--- src/rtl/colgen_pkg.sv ---
package colgen_pkg;
  // width of the burst-length code
  localparam int unsigned LEN_CODE_W = 3;
  // largest fixed length is 2**LEN_LOG_MAX beats
  localparam int unsigned LEN_LOG_MAX = 3;
  // code that selects a whole-row burst
  localparam logic [LEN_CODE_W-1:0] LEN_CODE_FULL = 3'd7;

  // per-burst options captured with the start strobe
  typedef struct packed {
    logic full;
    logic ilv;
    logic ap;
  } burst_opt_t;
endpackage

--- src/rtl/colgen_len_decode.sv ---
module colgen_len_decode
  import colgen_pkg::*;
#(
  parameter int unsigned COL_W = 8
) (
  input  logic [LEN_CODE_W-1:0] len_code_i,
  output logic [COL_W-1:0]      mask_o,
  output logic                  full_o
);
  logic code_ok;

  assign full_o  = (len_code_i == LEN_CODE_FULL);
  assign code_ok = (int'(len_code_i) <= int'(LEN_LOG_MAX));

  // bit i of the wrap mask is set when the block size exceeds 2**i
  for (genvar i = 0; i < COL_W; i++) begin : g_mask
    assign mask_o[i] = full_o | (code_ok & (int'(len_code_i) > i));
  end
endmodule

--- src/rtl/colgen_addr_step.sv ---
module colgen_addr_step #(
  parameter int unsigned COL_W = 8
) (
  input  logic [COL_W-1:0] base_i,
  input  logic [COL_W-1:0] beat_i,
  input  logic [COL_W-1:0] mask_i,
  input  logic             full_i,
  input  logic             ilv_i,
  output logic [COL_W-1:0] addr_o
);
  logic [COL_W-1:0] lin_sum;
  logic [COL_W-1:0] xor_mix;
  logic [COL_W-1:0] low_pick;

  assign lin_sum  = base_i + beat_i;
  assign xor_mix  = base_i ^ beat_i;
  // whole-row bursts always step linearly
  assign low_pick = (ilv_i & ~full_i) ? xor_mix : lin_sum;

  // bits inside the wrap block move, bits above it stay put
  for (genvar i = 0; i < COL_W; i++) begin : g_bit
    assign addr_o[i] = mask_i[i] ? low_pick[i] : base_i[i];
  end
endmodule

--- src/rtl/sdram_col_burst_gen.sv ---
module sdram_col_burst_gen
  import colgen_pkg::*;
#(
  parameter int unsigned COL_W = 8
) (
  input  logic                  clk,
  input  logic                  rst,
  input  logic                  start_i,
  input  logic [COL_W-1:0]      start_col_i,
  input  logic [LEN_CODE_W-1:0] len_code_i,
  input  logic                  interleave_i,
  input  logic                  auto_pre_i,
  input  logic                  term_i,
  output logic [COL_W-1:0]      col_o,
  output logic                  valid_o,
  output logic                  last_o,
  output logic                  pre_o
);
  // captured burst context
  logic [COL_W-1:0] base_q, mask_q, beat_q;
  burst_opt_t       opt_q;

  // next-cycle context
  logic [COL_W-1:0] base_n, mask_n, beat_n, addr_n;
  burst_opt_t       opt_n;
  logic             go_n, last_n, end_now;

  logic [COL_W-1:0] mask_in;
  logic             full_in;

  colgen_len_decode #(.COL_W(COL_W)) u_dec (
    .len_code_i (len_code_i),
    .mask_o     (mask_in),
    .full_o     (full_in)
  );

  always_comb begin
    end_now = valid_o & (last_o | term_i);
    if (start_i) begin
      go_n      = 1'b1;
      beat_n    = '0;
      base_n    = start_col_i;
      mask_n    = mask_in;
      opt_n.full = full_in;
      opt_n.ilv  = interleave_i;
      opt_n.ap   = auto_pre_i;
    end else begin
      go_n   = valid_o & ~end_now;
      beat_n = beat_q + 1'b1;
      base_n = base_q;
      mask_n = mask_q;
      opt_n  = opt_q;
    end
    last_n = go_n & ~opt_n.full & (beat_n == mask_n);
  end

  colgen_addr_step #(.COL_W(COL_W)) u_step (
    .base_i (base_n),
    .beat_i (beat_n),
    .mask_i (mask_n),
    .full_i (opt_n.full),
    .ilv_i  (opt_n.ilv),
    .addr_o (addr_n)
  );

  always_ff @(posedge clk) begin
    if (rst) begin
      col_o   <= '0;
      valid_o <= 1'b0;
      last_o  <= 1'b0;
      pre_o   <= 1'b0;
      beat_q  <= '0;
      base_q  <= '0;
      mask_q  <= '0;
      opt_q   <= '0;
    end else begin
      valid_o <= go_n;
      col_o   <= go_n ? addr_n : '0;
      last_o  <= last_n;
      pre_o   <= valid_o & last_o & opt_q.ap;
      beat_q  <= go_n ? beat_n : '0;
      base_q  <= base_n;
      mask_q  <= mask_n;
      opt_q   <= opt_n;
    end
  end
endmodule

--- config.mk ---
export PLATFORM = sky130hd
export DESIGN_NAME = sdram_col_burst_gen
export DESIGN_NICKNAME = d
export VERILOG_FILES = /design/src/rtl/colgen_pkg.sv /design/src/rtl/colgen_len_decode.sv /design/src/rtl/colgen_addr_step.sv /design/src/rtl/sdram_col_burst_gen.sv
export SDC_FILE = /design/constraint.sdc
export NUM_CORES = 1
export LEC_CHECK = 0
export ABC_AREA = 1
export BUFFER_PORTS_ARGS = -buffer_cell sky130_fd_sc_hd__buf_2
export CORE_ASPECT_RATIO = 0.7
export CORE_MARGIN = 1
export CORE_UTILIZATION = 56
export CTS_CLUSTER_DIAMETER = 40
export CTS_CLUSTER_SIZE = 40
export DETAILED_ROUTE_END_ITERATION = 8
export GPL_TIMING_DRIVEN = 1
export PLACE_DENSITY_LB_ADDON = 0.2
export SLEW_MARGIN = 30
export SYNTH_ARGS = -nofsm -noshare
export SYNTH_HDL_FRONTEND = slang
export SYNTH_SLANG_ARGS = --single-unit
export TNS_END_PERCENT = 20
--- constraint.sdc ---
create_clock -name clk -period 3.51 [get_ports clk]
set_clock_uncertainty 0.1 [all_clocks]
set_input_delay 0.5265 -clock clk [delete_from_list [all_inputs] [get_ports clk]]
set_output_delay 0.5265 -clock clk [all_outputs]
set_load 0.01 [all_outputs]
Yosys cells after proc, flatten, opt, wreduce, memory -nomap -nowiden
Index checks and enable logic that the tools add are counted.
- flip-flop bits (word level): 38
- bits of input ports: 17
- output and inout bits: 11
- logic and storage cells: 63
- add/subtract/negate cells: 2
- order comparisons: 8
- eq/ne operators: 2
- multiplexer cells: 14
- bitwise operators: 26
- reductions and logical operators: 1
- operators by type and width (cell ; number):
    $mux 8 ; 4
    $and 1x1->1 ; 14
    $gt 3x3->1 const B ; 3
    $mux 1 ; 9
    $add 8x1->8 const B ; 1
    $add 8x8->8 ; 1
    $eq 8x8->1 ; 1
    $or 1x1->1 ; 8
    $xor 8x8->8 ; 1
    $gt 3x1->1 const B ; 2
    $gt 3x2->1 const B ; 2
    $eq 3x3->1 const B ; 1
    $le 3x2->1 const B ; 1
    $mux 3 ; 1
    $not 1->1 ; 3
    $reduce_or 2->1 ; 1

Logic depth before layout (Yosys ltp)
Gate-level depths: netlist of the first run.
- depth in word-level cells: 7
- mapped depth: 17
- gate-level depth less buffers: 16

Modules after synthesis
Synthesis of the first run repeated with hierarchy kept, for this count alone.
- cells, all modules: 331
- area, all modules: 2104.5 µm²
- modules (own cells, without submodules) (module ; times used ; cells an instance ; area each (µm²) ; seq. area each (µm²)):
    sdram_col_burst_gen ; 1 ; 240 ; 1604.0 ; 760.7
    colgen_addr_step ; 1 ; 78 ; 436.7 ; 0.0
    colgen_len_decode ; 1 ; 13 ; 63.8 ; 0.0

Worst setup path before layout of the first run
No wires, ideal clock.
- path kind: input -> register
- start: input port start_i
- end: register col_o[6]
- setup time: 0.119 ns
- data arrival time: 2.393 ns
- data required time: 3.291 ns
- path slack: 0.898 ns
- stages: 16
- path buffers: 2
- path through: inv_2 buf_6 buf_2 or2_2 o21ai_0 inv_1 ha_1 fa_1 o21ai_1 nand2_1 nand2_1 nand3_1 nand2_1 nand2_1 nand2_1 a21oi_1
- elaborated cells between the ends (all ways): 13
- classes of those cells: add/sub (1); mux (7); bitwise (4); reduce/logical (1)
- RTL lines (item ; line ; source):
    start: declaration ; sdram_col_burst_gen.sv:8 ; input logic start_i,
    $mux 8 ; sdram_col_burst_gen.sv:39 ; if (start_i) begin
    via base_n[0] ; sdram_col_burst_gen.sv:24 ; logic [COL_W-1:0] base_n, mask_n, beat_n, addr_n;
    $add 8x8->8 ; colgen_addr_step.sv:15 ; assign lin_sum = base_i + beat_i;
    $mux 8 ; colgen_addr_step.sv:18 ; assign low_pick = (ilv_i & ~full_i) ? xor_mix : lin_sum;
    $mux 1 ; colgen_addr_step.sv:22 ; assign addr_o[i] = mask_i[i] ? low_pick[i] : base_i[i];
    end signal: assignment ; sdram_col_burst_gen.sv:78 ; col_o <= go_n ? addr_n : '0;
    end: declaration ; sdram_col_burst_gen.sv:14 ; output logic [COL_W-1:0] col_o,
The timed path passes the listed nets, and every way through them passes these cells.
A chain may end at the register's enable or synchronous reset.

Worst setup path after layout of the first run
- start: register beat_q[0]
- end: register col_o[7]
- cells in the longest elaborated chain, start to end: 5
- elaborated cells between the ends (all ways): 6
- classes of those cells: add/sub (2); mux (3); bitwise (1)
- RTL lines (item ; line ; source):
    start: declaration ; sdram_col_burst_gen.sv:20 ; logic [COL_W-1:0] base_q, mask_q, beat_q;
    start signal: assignment ; sdram_col_burst_gen.sv:81 ; beat_q <= go_n ? beat_n : '0;
    $add 8x1->8 ; sdram_col_burst_gen.sv:49 ; beat_n = beat_q + 1'b1;
    $mux 8 ; sdram_col_burst_gen.sv:39 ;
    via beat_n[4] ; sdram_col_burst_gen.sv:24 ;
    $add 8x8->8 ; colgen_addr_step.sv:15 ;
    $mux 8 ; colgen_addr_step.sv:18 ;
    $mux 1 ; colgen_addr_step.sv:22 ;
The timed path passes the listed nets, and every way through them passes these cells.

==> results of run 1 <==
[area by class of cell]
type,count,area (µm²),share of cell area
Timing Repair Buffer,28,142.6,0.06397
Inverter,46,172.7,0.07744
Sequential cell,38,760.7,0.3412
Clock inverter,3,45.04,0.02020
Multi-Input combinational cell,185,980.9,0.4400
Clock buffer,5,68.82,0.03086
Tap cell,47,58.81,0.02637
[cell usage after synthesis, drive strengths merged]
| cell | count | area (µm²) |
|---|---|---|
| xor2 | 4 | 35.03 |
| o22ai | 3 | 25.02 |
| nand3 | 21 | 117.6 |
| o21bai | 2 | 15.01 |
| buf | 4 | 28.78 |
| fa | 1 | 20.02 |
| nor3 | 2 | 10.01 |
| inv | 46 | 172.7 |
| or2 | 6 | 37.54 |
| dfxtp | 38 | 760.7 |
| clkbuf | 2 | 7.510 |
| ha | 7 | 87.58 |
| a31oi | 1 | 6.260 |
| nand2 | 49 | 198.9 |
| nor2 | 41 | 161.4 |
| o21ai | 29 | 156.4 |
| nand4 | 5 | 31.28 |
| xnor2 | 1 | 8.760 |
| o211ai | 2 | 15.01 |
| a21oi | 11 | 55.05 |
[cell usage in the layout, fill, tap and decap left out, types with 2 or more instances in the layout]
cell type	count
or2_2	5
dfxtp_1	38
nor2_1	38
nor2_2	3
o21bai_1	2
o22ai_1	2
inv_2	3
o21ai_1	4
nor3_1	2
o211ai_1	2
o21ai_0	22
nand2_2	3
xor2_1	4
a21oi_1	11
buf_2	27
ha_1	7
o21ai_2	3
clkbuf_8	5
nand2_1	45
inv_1	43
clkinvlp_4	2
nand3_1	20
nand4_1	5
[worst min-delay path by stage]
stage          endpoint     start  depth (start not counted)
5_1_grt           pre_o  opt_q[0]                          2
2_1_floorplan     pre_o  opt_q[0]                          2
6_report          pre_o  opt_q[0]                          2
3_3_place_gp      pre_o  opt_q[0]                          2
3_5_place_dp      pre_o  opt_q[0]                          2
4_1_cts           pre_o  opt_q[0]                          2
[kinds of logic after synthesis]
kind of cell,after synthesis
adders and majority gates,8
AOI/OAI and AO/OA,48
xor gates and xnor gates,5
DFF,38
buffers and inverters,52
and+or+nand+nor,124
[sequential cells by signal (all words and copies together), names as in the netlist]
name	cells
col_o	8
valid_o	1
last_o	1
beat_q	8
pre_o	1
base_q	8
mask_q	8
opt_q	3
[layer usage]
metal | GRT usage | vias to the layer above | wire length (µm)
li1 | - | 937 | -
met1 | 0.3839 | 760 | 2149
met2 | 0.3474 | 59 | 1677
met3 | 0.06509 | 5 | 315
met4 | 0.08824 | 0 | 38
met5 | 0 | - | 0
[per-stage QoR]
stage                     power [mW]  hold WS, ps    util  cell area (µm²)
after floorplan               0.5627        322.0       -             1951
after global placement        0.5990        335.4  0.6544             2116
after detailed placement      0.6005        342.8  0.6544             2116
after CTS                     0.9694        349.2  0.6896             2230
after global routing           1.015        376.0  0.6896             2230
final                         0.9639        348.3  0.6896             2230
[critical path: cells and delay by family (launching register included)]
family          cells  cell delay, ps
simple gates        7             660
compound gates      4             570
fa+ha+maj           2             500
flops               1             400
buf+inv             2             170
[power by group through the flow]
stage / clock (mW) / sequential [mW] / combinational (mW)
floorplan: 0 / 0.472 / 0.0911
global placement: 0 / 0.468 / 0.131
detailed placement: 0 / 0.468 / 0.132
CTS: 0.377 / 0.458 / 0.134
global route: 0.403 / 0.460 / 0.152
finish: 0.372 / 0.458 / 0.134
==> impl_metrics.py, run 1 <==
metrics = {
    "status": {
        "status": "complete, no violations",
    },
    "setup_path": {
        "r2r_slack_ps": 1050,
        "worstPathArrival_ps": 2580,
        "crit_chain": "ha_1 > nand2_1 > o21ai_1 > nand3_1 > inv_1 > ha_1 > nand2_1 > inv_1 > o21ai_1 > o21ai_2 > nand2_1 > nand2_1 > nand2_1 > nand4_1 > a21oi_1",
        "endpoint": "col_o[7]",
        "required_ps": 3630,
        "r2r-end": "col_o[7]",
        "critPathLaunch": "beat_q[0]",
        "critPathMaxFanout": 4,
        "cp-start-kind": "flop",
        "crit_path_max_incr_delay_ps": 400,
        "crit_type": "reg -> reg",
        "cpMostUsedCell": "nand2_1",
        "critPathSlowestCell": "dfxtp_1",
        "timing.rr.start": "beat_q[0]",
        "rr_worst_depth": 15,
        "endpoint_kind": "flop",
    },
    "power_and_ir_drop": {
        "power.leakage_nw": 1.172,
        "power.internal_mw": 0.7110,
        "p_sw_frac": 0.2624,
        "powerDensity_mw_per_mm2": 432.3,
        "p_clk_frac": 0.385,
        "p_comb_frac": 0.139,
        "power.switching_mw": 0.2529,
        "seqPwrFrac": 0.476,
        "ir_worst_vdd_v": 0.0002934,
    },
    "timing": {
        "finalSetupTns_ps": 0,
        "post-route-period-util": 0.7015,
        "maxSlewViolCount": 0,
        "setup_violations": 0,
        "fmax_mhz": 406.1,
        "slew_headroom": 0.6371,
        "hold_viol": 0,
        "rsz0062_at_grt": "no",
        "setup_slack_ps": 1048,
        "worst_slew_pin_slew_ps": 538.7,
        "min_period_ps": 2462,
    },
    "die": {
        "die_h_um": 51.38,
        "die_w_um": 72.54,
        "start_util": 0.6033,
        "rows": 17,
        "fp.coreArea_mm2": 0.003233,
        "io_pins": 28,
        "die_area_mm2": 0.003727,
    },
    "global_route": {
        "grt_first_pass_wirelength_um": 6865,
        "grt_pass1_vias": 1464,
        "grt_usage": 0.2556,
        "grt-ovfl-total": 0,
        "grt_max_degree": 23,
        "antenna_found_initial": 0,
    },
    "synth": {
        "yosysWarnings": 0,
        "synth-adder-area-share": 0.05516,
        "synth-compound-area-share": 0.1398,
        "synthSimpleGateAreaFrac": 0.2854,
        "synth_top_family_by_area": "simple AND/OR/NAND/NOR gates",
        "synth_seq_cells": 38,
        "syn_nets": 300,
        "synth_cells": 275,
        "synthXorXnorAreaFrac": 0.02245,
        "yosysSeqAreaShare": 0.3900,
        "synth_cell_types": 31,
        "synthMuxAreaShare": 0,
        "syn_area_per_cell_um2": 7.093,
        "syn_area_mm2": 0.001951,
    },
    "cells_and_area": {
        "diodes": 0,
        "nFillCells": 321,
        "area_growth_pct": 14.30,
        "drive_above_1_share": 0.1836,
        "final_nets": 329,
        "instances_no_fill": 352,
    },
    "drt": {
        "dr.pass1.iters": 4,
        "antenna_violating_nets_post_route": 0,
        "postRouteWirelength_um": 4180,
        "vias_per_cell": 5.003,
        "wire_per_inst_um": 11.88,
        "initialDrtViolationCount": 130,
        "num_vias": 1761,
        "drc": 0,
    },
    "place": {
        "hpwlAfterDp_um": 3129,
        "dp_cells": 344,
        "routabilityCongestion": 0.8670,
        "pre_cts_slack_ps": 773.2,
        "port_buffers": 27,
    },
    "clocking": {
        "cts-root-buf": "clkbuf_8",
        "cts_tree": "done",
        "cts.clk_slew.worst_paths_ps": 80,
        "cts_setup_buffers": 0,
        "holdBufCountCts": 0,
        "clock-sinks": 38,
        "cts_buffer_depth": 2,
        "cts_htree_levels": 2,
        "cts.repair.resized": 0,
        "clk_latency_ps": 300,
        "cts_made_buffers": 5,
    },
    "hold_path": {
        "hold_path.class": "reg -> reg",
    },
    "job": {
        "cap_violations": 0,
    },
}
No activity file was read; power rests on OpenSTA's default activity.
==> run 2: changes to the inputs <==
Settings changed: ABC_AREA 1 to 0, CORE_UTILIZATION 56 to 51.
Clock period 3.51 ns to 2.2 ns, I/O delays scaled along.
==> run 2 against run 1 <==
Against the previous run:
- the flow now finishes with violations (setup timing)
- die area increased by 14%
- non-clock buffer count increased by 47
- sequential share of layout area fell by 8.1 points
- utilization is 12 points higher
- hold slack got worse by 180 ps
- synthesized cell count down 15%
- first-iteration DRC count is 11% higher
- via count grew 15%
- setup slack worse by 1200 ps
- critical path type unchanged
- largest cell class unchanged
- largest power group unchanged
==> impl_metrics.py, run 2 <==
metrics = {
    "clocking": {
        "cts.clk_slew.worst_paths_ps": 80,
        "cts_made_buffers": 5,
        "cts_tree": "done",
        "clk_latency_ps": 300,
        "cts_buffer_depth": 2,
        "cts-root-buf": "clkbuf_8",
        "holdBufCountCts": 0,
        "cts_htree_levels": 2,
        "clock-sinks": 38,
    },
    "power_and_ir_drop": {
        "power.leakage_nw": 1.263,
        "p_sw_frac": 0.2893,
        "seqPwrFrac": 0.467,
        "p_comb_frac": 0.194,
        "powerDensity_mw_per_mm2": 520.4,
        "ir_worst_vdd_v": 0.0003797,
        "power.internal_mw": 1.101,
        "power.switching_mw": 0.4482,
        "p_clk_frac": 0.338,
    },
    "synth": {
        "synth_common_cells": "38 x dfxtp_1, 30 x nor2_1, 18 x nand2_1, 16 x a21oi_1, 11 x xnor2_1",
        "yosysWarnings": 0,
        "synth_edf_count": 0,
        "syn_area_per_cell_um2": 8.753,
        "yosysSeqAreaShare": 0.3730,
        "syn_area_mm2": 0.002039,
        "synth.area.top_cells": "dfxtp_1 37%, nor2_1 5.5%, xnor2_1 4.7%, ha_1 4.3%, a21oi_1 3.9%",
        "synth_top_area_frac": 0.3730,
        "syn_nets": 258,
        "synth_cells": 233,
        "ys.flop_type": "dfxtp_1",
        "synth_seq_cells": 38,
        "ys_async_sr_fraction": 0,
        "synth_cell_types": 53,
        "synth.most_common_cell": "dfxtp_1",
        "yosysTopAreaCell": "dfxtp_1",
    },
    "cells_and_area": {
        "area_growth_pct": 45.95,
        "layout_commonest_cell": "buf_4",
        "final_cell_mix": "43 x buf_4, 32 x dfxtp_1, 27 x buf_2",
        "final-seq-area_um2": 773.2,
        "multiInputGateArea_mm2": 0.001505,
        "drive_above_1_share": 0.4771,
        "final_nets": 330,
        "diodes": 0,
        "instances_no_fill": 356,
        "final_cell_area_mm2": 0.002977,
        "nFillCells": 239,
    },
    "timing": {
        "post-route-period-util": 1.083,
        "rsz0062_at_grt": "yes",
        "hold_viol": 0,
        "min_period_ps": 2384,
        "maxSlewViolCount": 0,
        "finalSetupTns_ps": -512.3,
        "slew_headroom": 0.6791,
        "setup_slack_ps": -183.6,
        "worst_slew_pin_slew_ps": 481.3,
        "fmax_mhz": 419.5,
        "whs_ps": 167.4,
        "setup_violations": 5,
    },
    "die": {
        "io_pins": 28,
        "rows": 18,
        "die_area_mm2": 0.004260,
        "die_h_um": 54.91,
        "start_util": 0.5556,
        "fp.coreArea_mm2": 0.003671,
        "die_w_um": 77.58,
    },
    "drt": {
        "num_vias": 2026,
        "antenna_violating_nets_post_route": 0,
        "wire_per_inst_um": 18.19,
        "drc": 0,
        "vias_per_cell": 5.691,
        "initialDrtViolationCount": 144,
        "postRouteWirelength_um": 6475,
        "dr.pass1.iters": 4,
    },
    "place": {
        "port_buffers": 27,
        "dp_cells": 344,
        "routabilityCongestion": 0.8792,
        "postPlaceCellArea_mm2": 0.002544,
        "hpwlAfterDp_um": 3990,
    },
    "global_route": {
        "grt_max_degree": 22,
        "grt-ovfl-total": 0,
        "grt_usage": 0.2932,
        "grt_pass1_vias": 1794,
        "grt_first_pass_wirelength_um": 8976,
        "antenna_found_initial": 0,
    },
    "hold_path": {
        "hold_path.class": "in -> reg",
        "whs_path_depth": 3,
    },
    "setup_path": {
        "worstPathArrival_ps": 2450,
        "required_ps": 2270,
        "rr_worst_depth": 10,
        "endpoint_kind": "flop",
        "crit_type": "reg -> reg",
        "critPathMaxFanout": 5,
        "cp-start-kind": "flop",
    },
    "status": {
        "status": "finished, violations left",
        "violations": "setup timing",
    },
    "job": {
        "cap_violations": 0,
    },
}
==> run 2: cell types whose count changed after synthesis, moves of 6 or more <==
cell | before | now
nor2b_1 | 0 | 10
mux2i_1 | 0 | 6
nand3_1 | 20 | 6
nor3_1 | 2 | 8
o21ai_0 | 22 | 4
inv_1 | 43 | 6
nor2_1 | 38 | 30
xnor2_1 | 1 | 11
nand2_1 | 45 | 18
==> run 2: logic make-up (layout without fill, tap and decap cells) <==
logic type | count (synthesis) | in the layout | synth area share
AO/OA/AOI/OAI | 49 | 49 | 0.1687
flip-flops | 38 | 38 | 0.3730
XOR/XNOR | 18 | 18 | 0.08773
AND/OR/NAND/NOR | 93 | 93 | 0.2295
multiplexers | 10 | 10 | 0.05153
buffers and inverters | 17 | 90 | 0.03680
adder cells (fa/ha/maj) | 8 | 8 | 0.05276
==> run 2: path summary, 6_finish.rpt <==
path	from	to	slack, ps
setup / recovery	base_q[0]	col_o[6]	-180
hold / removal	auto_pre_i	opt_q[0]	170
setup reg to reg	base_q[0]	col_o[6]	-180
hold reg to reg	opt_q[1]	opt_q[1]	360
==> run 2: worst max-delay path, cell delays in order, from the launching register on <==
cell and delay, ps:
dfxtp_1 310, mux2_4 290, ha_4 180, fa_2 440, a21oi_2 150, nand2_2 80, a31oi_4 210, buf_6 140
o31ai_4 60, xnor2_1 170, a21oi_1 110
==> run 2: final cells by class <==
| type | instances | share of cell area |
|---|---|---|
| Timing Repair Buffer | 75 | 0.1728 |
| Sequential cell | 38 | 0.2598 |
| Tap cell | 50 | 0.02102 |
| Clock buffer | 6 | 0.02774 |
| Multi-Input combinational cell | 178 | 0.5057 |
| Clock inverter | 2 | 0.004203 |
| Inverter | 7 | 0.008827 |
==> run 2: repair_timing <==
item,in CTS,in global routing
gates resized for setup,35,33
cloned,0,0
pin swaps,23,26
endpoints found under the setup margin,7,7
buffers inserted,2,2
==> run 2: routing by layer <==
metal / routed length [µm] / GRT usage
met1: 2764 / 0.3920
met2: 3020 / 0.4779
met3: 477 / 0.05738
met4: 213 / 0.1164
met5: 0 / 0
==> run 2: through the flow <==
| stage | utilization | total power [mW] | setup slack (ps) |
|---|---|---|---|
| 2_1_floorplan | - | 0.8910 | -423.1 |
| 3_3_place_gp | 0.6929 | 0.9832 | -263.9 |
| 3_5_place_dp | 0.6929 | 0.9893 | -313.7 |
| 4_1_cts | 0.7587 | 1.510 | -120.7 |
| 5_1_grt | 0.8108 | 1.602 | -271.4 |
| 6_report | 0.8108 | 1.549 | -183.6 |
==> run 2: power groups by stage <==
stage	Clock [mW]	Combinational [mW]	Sequential, mW
2_1_floorplan	0	0.146	0.745
3_3_place_gp	0	0.243	0.740
3_5_place_dp	0	0.248	0.741
4_1_cts	0.520	0.264	0.726
5_1_grt	0.551	0.323	0.727
6_report	0.524	0.301	0.724
